## config.mk

```make
export PLATFORM = sky130hd
export DESIGN_NAME = fpgaio_timer
export DESIGN_NICKNAME = d
export VERILOG_FILES = /design/src/rtl/fpgaio_timer_pkg.sv /design/src/rtl/fpgaio_tickdiv.sv /design/src/rtl/fpgaio_tcount.sv /design/src/rtl/fpgaio_prescaler.sv /design/src/rtl/fpgaio_timer.sv
export SDC_FILE = /design/constraint.sdc
export NUM_CORES = 1
export LEC_CHECK = 0
export BUFFER_PORTS_ARGS = -buffer_cell sky130_fd_sc_hd__buf_2
export CORE_AREA = 2 2 242 125
export CTS_BUF_LIST = sky130_fd_sc_hd__clkbuf_8
export DETAILED_ROUTE_END_ITERATION = 7
export DIE_AREA = 0 0 244 127
export GPL_ROUTABILITY_DRIVEN = 1
export PLACE_DENSITY = 0.76
export SLEW_MARGIN = 15
export SYNTH_ARGS = -nofsm -noshare
export SYNTH_HDL_FRONTEND = slang
export SYNTH_SLANG_ARGS = --single-unit
export TNS_END_PERCENT = 100
```

## constraint.sdc

```tcl
create_clock -name clk -period 2.2 [get_ports clk]
set_input_delay 0.22 -clock clk [delete_from_list [all_inputs] [get_ports clk]]
set_output_delay 0.22 -clock clk [all_outputs]
set_load 0.02 [all_outputs]
```

## src/rtl/fpgaio_timer_pkg.sv

```systemverilog
`timescale 1ns/1ps
// Package: shared widths, register offsets and the offset decoder.
// Assumes a 4 KiB byte-addressed window and 32-bit registers.
package fpgaio_timer_pkg;

    localparam int ADDR_W = 12;
    localparam int DATA_W = 32;
    localparam int LED_W  = 2;

    localparam logic [ADDR_W-1:0] OFS_LED     = 12'h000;
    localparam logic [ADDR_W-1:0] OFS_BUTTON  = 12'h008;
    localparam logic [ADDR_W-1:0] OFS_SECONDS = 12'h010;
    localparam logic [ADDR_W-1:0] OFS_CENTI   = 12'h014;
    localparam logic [ADDR_W-1:0] OFS_EVENTS  = 12'h018;
    localparam logic [ADDR_W-1:0] OFS_RELOAD  = 12'h01C;
    localparam logic [ADDR_W-1:0] OFS_PRESC   = 12'h020;
    localparam logic [ADDR_W-1:0] OFS_SCRATCH = 12'h04C;

    typedef enum logic [3:0] {
        SEL_NONE,
        SEL_LED,
        SEL_BUTTON,
        SEL_SECONDS,
        SEL_CENTI,
        SEL_EVENTS,
        SEL_RELOAD,
        SEL_PRESC,
        SEL_SCRATCH
    } reg_sel_e;

    // Map a byte offset to a register select; anything unlisted is SEL_NONE.
    function automatic reg_sel_e decode_ofs(input logic [ADDR_W-1:0] ofs);
        case (ofs)
            OFS_LED:     return SEL_LED;
            OFS_BUTTON:  return SEL_BUTTON;
            OFS_SECONDS: return SEL_SECONDS;
            OFS_CENTI:   return SEL_CENTI;
            OFS_EVENTS:  return SEL_EVENTS;
            OFS_RELOAD:  return SEL_RELOAD;
            OFS_PRESC:   return SEL_PRESC;
            OFS_SCRATCH: return SEL_SCRATCH;
            default:     return SEL_NONE;
        endcase
    endfunction

endpackage

```

## src/rtl/fpgaio_tickdiv.sv

```systemverilog
`timescale 1ns/1ps
// Module: divide-by-DIV enable generator.
// Produces a one-cycle pulse on the DIV-th cycle after reset release and every
// DIV cycles after that. With DIV of 1 the pulse is high on every cycle.
module fpgaio_tickdiv #(
    parameter int DIV = 4
) (
    input  logic clk,
    input  logic rst_n,
    output logic tick
);
    localparam int CNT_W = (DIV > 1) ? $clog2(DIV) : 1;
    localparam logic [CNT_W-1:0] LAST = CNT_W'(DIV - 1);

    logic [CNT_W-1:0] cnt;

    assign tick = (cnt == LAST);

    // Count system cycles and wrap back to zero on the tick cycle.
    always_ff @(posedge clk) begin
        if (!rst_n)    cnt <= '0;
        else if (tick) cnt <= '0;
        else           cnt <= cnt + 1'b1;
    end
endmodule

```

## src/rtl/fpgaio_tcount.sv

```systemverilog
`timescale 1ns/1ps
// Module: loadable up-counter for timekeeping.
// Assumes load and tick may coincide; the load wins.
module fpgaio_tcount #(
    parameter int W = 32
) (
    input  logic         clk,
    input  logic         rst_n,
    input  logic         tick,
    input  logic         load,
    input  logic [W-1:0] load_val,
    output logic [W-1:0] value
);
    // Load from the bus, otherwise advance on each enable pulse.
    always_ff @(posedge clk) begin
        if (!rst_n)    value <= '0;
        else if (load) value <= load_val;
        else if (tick) value <= value + 1'b1;
    end
endmodule

```

## src/rtl/fpgaio_prescaler.sv

```systemverilog
`timescale 1ns/1ps
// Module: prescaled event counter.
// Each reference tick decrements the prescaler when it is nonzero. When it is
// zero, the tick bumps the event counter and reloads the prescaler. Bus writes
// win over the tick for the register they target only.
module fpgaio_prescaler #(
    parameter int W = 32
) (
    input  logic         clk,
    input  logic         rst_n,
    input  logic         tick,
    input  logic         wr_events,
    input  logic         wr_presc,
    input  logic         wr_reload,
    input  logic [W-1:0] wdata,
    output logic [W-1:0] events,
    output logic [W-1:0] presc,
    output logic [W-1:0] reload
);
    logic at_zero;
    assign at_zero = (presc == '0);

    // Reload register: plain storage, read at each underflow.
    always_ff @(posedge clk) begin
        if (!rst_n)         reload <= '0;
        else if (wr_reload) reload <= wdata;
    end

    // Prescaler: bus write first, then reload or decrement on a tick.
    always_ff @(posedge clk) begin
        if (!rst_n)        presc <= '0;
        else if (wr_presc) presc <= wdata;
        else if (tick)     presc <= at_zero ? reload : presc - 1'b1;
    end

    // Event counter: bus write first, then bump when a tick finds zero.
    always_ff @(posedge clk) begin
        if (!rst_n)                events <= '0;
        else if (wr_events)        events <= wdata;
        else if (tick && at_zero)  events <= events + 1'b1;
    end
endmodule

```

## src/rtl/fpgaio_timer.sv

```systemverilog
`timescale 1ns/1ps
// Module: top of the bus-mapped timekeeping block.
// Decodes single-cycle bus accesses and holds the LED and scratch registers.
// Generates the three tick enables from the system clock, and registers the
// read data. Assumes read and write strobes are not raised together.
module fpgaio_timer
    import fpgaio_timer_pkg::*;
#(
    parameter int SYS_CLK_HZ  = 100_000_000,
    parameter int REF_TICK_HZ = 20_000_000
) (
    input  logic              clk,
    input  logic              rst_n,
    input  logic              bus_wr,
    input  logic              bus_rd,
    input  logic [ADDR_W-1:0] bus_addr,
    input  logic [DATA_W-1:0] bus_wdata,
    output logic [DATA_W-1:0] bus_rdata
);
    localparam int DIV_SEC   = (SYS_CLK_HZ < 1) ? 1 : SYS_CLK_HZ;
    localparam int DIV_CENTI = (SYS_CLK_HZ / 100 < 1) ? 1 : SYS_CLK_HZ / 100;
    localparam int DIV_REF   = (SYS_CLK_HZ / REF_TICK_HZ < 1) ? 1 : SYS_CLK_HZ / REF_TICK_HZ;
    localparam int NUM_TIME  = 2;

    reg_sel_e          sel;
    logic [LED_W-1:0]  led_q;
    logic [DATA_W-1:0] scratch_q;
    logic              ref_tick;
    logic [DATA_W-1:0] ev_val, psc_val, rl_val;
    logic [NUM_TIME-1:0] time_tick, time_load;
    logic [DATA_W-1:0] time_val [NUM_TIME];

    assign sel = decode_ofs(bus_addr);
    assign time_load[0] = bus_wr && (sel == SEL_SECONDS);
    assign time_load[1] = bus_wr && (sel == SEL_CENTI);

    // One divider and one loadable counter per timekeeping rate.
    for (genvar g = 0; g < NUM_TIME; g++) begin : g_time
        localparam int DIV_G = (g == 0) ? DIV_SEC : DIV_CENTI;
        fpgaio_tickdiv #(.DIV(DIV_G)) u_div (
            .clk  (clk),
            .rst_n(rst_n),
            .tick (time_tick[g])
        );
        fpgaio_tcount #(.W(DATA_W)) u_cnt (
            .clk     (clk),
            .rst_n   (rst_n),
            .tick    (time_tick[g]),
            .load    (time_load[g]),
            .load_val(bus_wdata),
            .value   (time_val[g])
        );
    end

    fpgaio_tickdiv #(.DIV(DIV_REF)) u_ref_div (
        .clk  (clk),
        .rst_n(rst_n),
        .tick (ref_tick)
    );

    fpgaio_prescaler #(.W(DATA_W)) u_presc (
        .clk      (clk),
        .rst_n    (rst_n),
        .tick     (ref_tick),
        .wr_events(bus_wr && (sel == SEL_EVENTS)),
        .wr_presc (bus_wr && (sel == SEL_PRESC)),
        .wr_reload(bus_wr && (sel == SEL_RELOAD)),
        .wdata    (bus_wdata),
        .events   (ev_val),
        .presc    (psc_val),
        .reload   (rl_val)
    );

    // LED and scratch storage written from the bus.
    always_ff @(posedge clk) begin
        if (!rst_n) begin
            led_q     <= '0;
            scratch_q <= '0;
        end else if (bus_wr) begin
            if (sel == SEL_LED)     led_q     <= bus_wdata[LED_W-1:0];
            if (sel == SEL_SCRATCH) scratch_q <= bus_wdata;
        end
    end

    // Registered read mux; holds the last value when no read is issued.
    always_ff @(posedge clk) begin
        if (!rst_n) begin
            bus_rdata <= '0;
        end else if (bus_rd) begin
            case (sel)
                SEL_LED:     bus_rdata <= {{(DATA_W-LED_W){1'b0}}, led_q};
                SEL_SECONDS: bus_rdata <= time_val[0];
                SEL_CENTI:   bus_rdata <= time_val[1];
                SEL_EVENTS:  bus_rdata <= ev_val;
                SEL_RELOAD:  bus_rdata <= rl_val;
                SEL_PRESC:   bus_rdata <= psc_val;
                SEL_SCRATCH: bus_rdata <= scratch_q;
                default:     bus_rdata <= '0;
            endcase
        end
    end
endmodule

```

==> impl_metrics.tcl <==
set metrics [dict create \
    synthMuxAreaShare_pct 0.720 \
    cts-htree-levels 2 \
    total_standard_cell_area_after_synthesis_um2 14200 \
    post-route-drc-count 0 \
    clock_skew_ps 26.6 \
    tritoncts_num_sinks 276 \
    die_x_um 244 \
    cts_buffers 41 \
    buffer_ports.inserted 79 \
    flip_flop_and_latch_count_after_synthesis 276 \
    worst_pin_slew_ps 590 \
    report.final.hold_viol_count 0 \
    finalCriticalPeriod_ps 2290 \
    worst-endpoint-required_ps 2650 \
    cts_tree "yes" \
    fin_ws_ps -87.4 \
    floorplan.initialDensity_pct 49.7 \
    synth.yosys.warnings 0 \
    postSynthCellCount 1755 \
    first_global_vias 13300 \
    cpPeakStageDelay_ps 430 \
    yosys.area_share.xor_xnor_pct 9.53 \
    routed_wirelength_um 48200 \
    design.final.nets 1984 \
    largest_net_degree_at_the_start_of_global_routing 109 \
    core.rowCount 44 \
    worst_slack_at_placement_ps -27.6 \
    setup-violations-final 7 \
    synthesis.area_per_instance_um2 8.12 \
    run_status "complete, but fails checks" \
    syn-num-nets 1812 \
    globalplace.congestion 0.939 \
    global_route.usage.total_pct 30.0 \
    detail_route.iter0.violations 1899 \
    detailed_place.area_um2 15900 \
    synth-edff-count 0 \
    drt_first_pass_iters 5 \
    core_area_um2 28700 \
    design.portCount 80 \
    synth_area_in_simple_gates_pct 23.9 \
    worst_path_max_delay_cell "or3_4" \
    worst_ep_arrival_time_ps 2730 \
    crit_path_cell_trace "or3_4, or3_4, nor4_4, buf_4, buf_12, nand4_1, xor2_1, a21oi_1" \
    worst_path_fanout_max 7 \
    dp_hpwl_um 31900 \
    fmax_mhz 437 \
    die_height_um 127 \
    cap_viol_max_count 0 \
    syn2layout_area_growth_pct 21.4 \
    power.total_mw 10.4 \
    antennaDiodeCount 0 \
    path_common_cell "or3_4" \
    worstSkewPairLatency_ps 570 \
    yosys.area_share.adder_pct 0.791 \
    p_leak_nw 6.65 \
    crit_path_end_kind "register" \
    worst-r2r-setup-slack_ps -90 \
    synth_seq_area_share_pct 38.8 \
    synth_compound_area_share_pct 22.3 \
    timing.final.crit_share_pct 104 \
    largest_family_of_logic_cells_by_synthesized_area "simple AND/OR/NAND/NOR gates" \
    violated_checks "negative setup slack" \
    worstHoldPathType "in -> reg" \
    cp-start-kind "register" \
    cts_root_buffer "clkbuf_8" \
    die_area_um2 31000 \
    timing.setup.critical_path_class "reg -> reg" \
    ys_async_sr_fraction_pct 0 \
    grt_first_pass_wirelength_um 74000 \
    rsz0062_at_grt "true" \
    max_slew_margin_pct 60.7 \
    detailroute.via_count 14400 \
    power.density_nw_per_um2 600 \
    vdd.ir_drop.worst_v 0.000358 \
    yosys_most_used_dff "dfxtp_1" \
    synth_cell_type_count 61 \
    globalRouteOverflowTotal 0 \
    count_of_final_max_slew_check_failures 0 \
    postRouteAntennaNets 0 \
    initial_antenna_violation_count 3 \
    ctsLongestPathBuffers 3 \
    avgRoutedWirePerCell_um 20.5 \
    viasPerCell 6.14 \
    layout-drive-gt1-share_pct 19.2 \
    final_design_area_no_fill_um2 17300 \
    clk_transition_reported_paths_ps 70 \
    n_fill_cell 2454 \
]
path summary, 6_finish.rpt:
kind                                 end  cells past startpoint                   start
hold reg to reg   g_time[0].u_div.cnt[0]                      1  g_time[0].u_div.cnt[0]
setup / recovery      u_presc.events[17]                      8       u_presc.presc[24]
setup reg to reg      u_presc.events[17]                      8       u_presc.presc[24]
hold / removal              scratch_q[0]                      3            bus_wdata[0]
through the flow:
stage / instances / util (%) / setup TNS (ps) / hold WS (ps)
global route: 2344 / 60.3 / -1740 / 18.3
finish: 2344 / 60.3 / -168 / 40.4
detailed placement: 2242 / 55.6 / -84.1 / 438
CTS: 2331 / 58.9 / -20.3 / 2.35
global placement: 2242 / 55.6 / -24.4 / 428
floorplan: 1755 / - / 0 / 350
layer usage:
metal / share of wire, % / vias up / wire [µm] / track usage, %
li1: - / 6677 / - / -
met1: 41 / 6762 / 19900 / 41.6
met2: 42 / 837 / 20300 / 44.7
met3: 14 / 120 / 6570 / 9.54
met4: 2.7 / 0 / 1320 / 8.68
met5: 0 / - / 0 / 0
area by class of cell:
class | instances | area (µm²) | area share [%]
clock inverters | 20 | 82.6 | 0.477
repair buffers | 258 | 2030 | 11.8
flip-flops and latches | 276 | 5530 | 32.0
well taps | 391 | 489 | 2.83
clock buffers | 49 | 674 | 3.90
inverters | 16 | 61.3 | 0.355
multi-input cells | 1334 | 8420 | 48.7
state kept, by name, summed over array words and instances (netlist names):
name / count
g_time.u_div.cnt: 47
u_presc.reload: 32
led_q: 2
u_presc.presc: 32
u_presc.events: 32
u_ref_div.cnt: 3
g_time.u_cnt.value: 64
bus_rdata: 32
scratch_q: 32
power breakdown:
group / leakage, nW / internal [mW] / switching [mW]
combinational: 3.97 / 0.503 / 0.780
sequential: 2.23 / 5.02 / 0.0211
clock: 0.450 / 2.01 / 2.04
cell usage in the layout, fill, tap and decap left out, types with 30 or more instances in the layout:
cell and count:
dfxtp_1 272, nand2_1 244, a21oi_1 180, buf_4 137, o21ai_0 108, xor2_1 106
nor2_1 99, a22oi_1 94, buf_2 80, nand3_1 64, and3_1 49, clkbuf_8 49
xnor2_1 46, nand4_1 40, a22o_1 33, o2bb2ai_1 30
repair_timing:
action | 4_1_cts | 5_1_grt
gates cloned | 0 | 3
setup endpoints to repair | 6 | 63
hold endpoints to repair | 38 | 0
setup buffers | 1 | 10
pin swaps | 0 | 25
resized for setup | 1 | 57
hold buffers | 19 | 0
synthesized netlist by cell type, types with 3 or more instances:
master       n  share of area (%)
a21oi_1    180                6.3
xnor2_1     47                2.9
or4_1        5               0.26
or3_1       11               0.48
nor4_4       8                1.2
and3_1      49                2.2
dfxtp_1    276                 39
mux2i_1      8               0.56
nor3_1      27               0.95
o211ai_1     6               0.32
a221o_1      6               0.42
nor2b_1      6               0.26
or3_4        3               0.24
a22o_1      33                2.0
and4_1      20                1.2
o21ai_0    108                3.8
nand2b_1     4               0.18
ha_1         9               0.79
clkbuf_1   111                2.9
nor4_1      15               0.66
xor2_1     108                6.6
nand4_1     40                1.8
nand3_1     71                2.5
a31oi_1      3               0.13
nor4_2       5               0.44
a22oi_1     94                5.0
a211oi_1    14               0.74
o2bb2ai_1   30                1.8
buf_2       12               0.42
nor3_2       4               0.28
nor2_1     101                2.7
nand4b_1     3               0.18
inv_1       15               0.40
nor4b_1      4               0.25
nand2_1    252                6.6
o22ai_1     23                1.0
and2_1       8               0.35
buf_1        3              0.079
worst max-delay path: cells and delay by family, from the launching register on:
kind / cells / cell delay (ps)
buffers and inverters: 2 / 320
DFF: 1 / 330
AOI/OAI and AO/OA: 1 / 90
xor gates and xnor gates: 1 / 200
and+or+nand+nor: 4 / 1220
logic make-up after synthesis:
| group | Yosys count |
|---|---|
| simple gates | 652 |
| compound gates | 508 |
| flops | 276 |
| xor+xnor | 155 |
| buf+inv | 145 |
| mux | 10 |
| fa+ha+maj | 9 |
(Power assumes the default switching activity.)
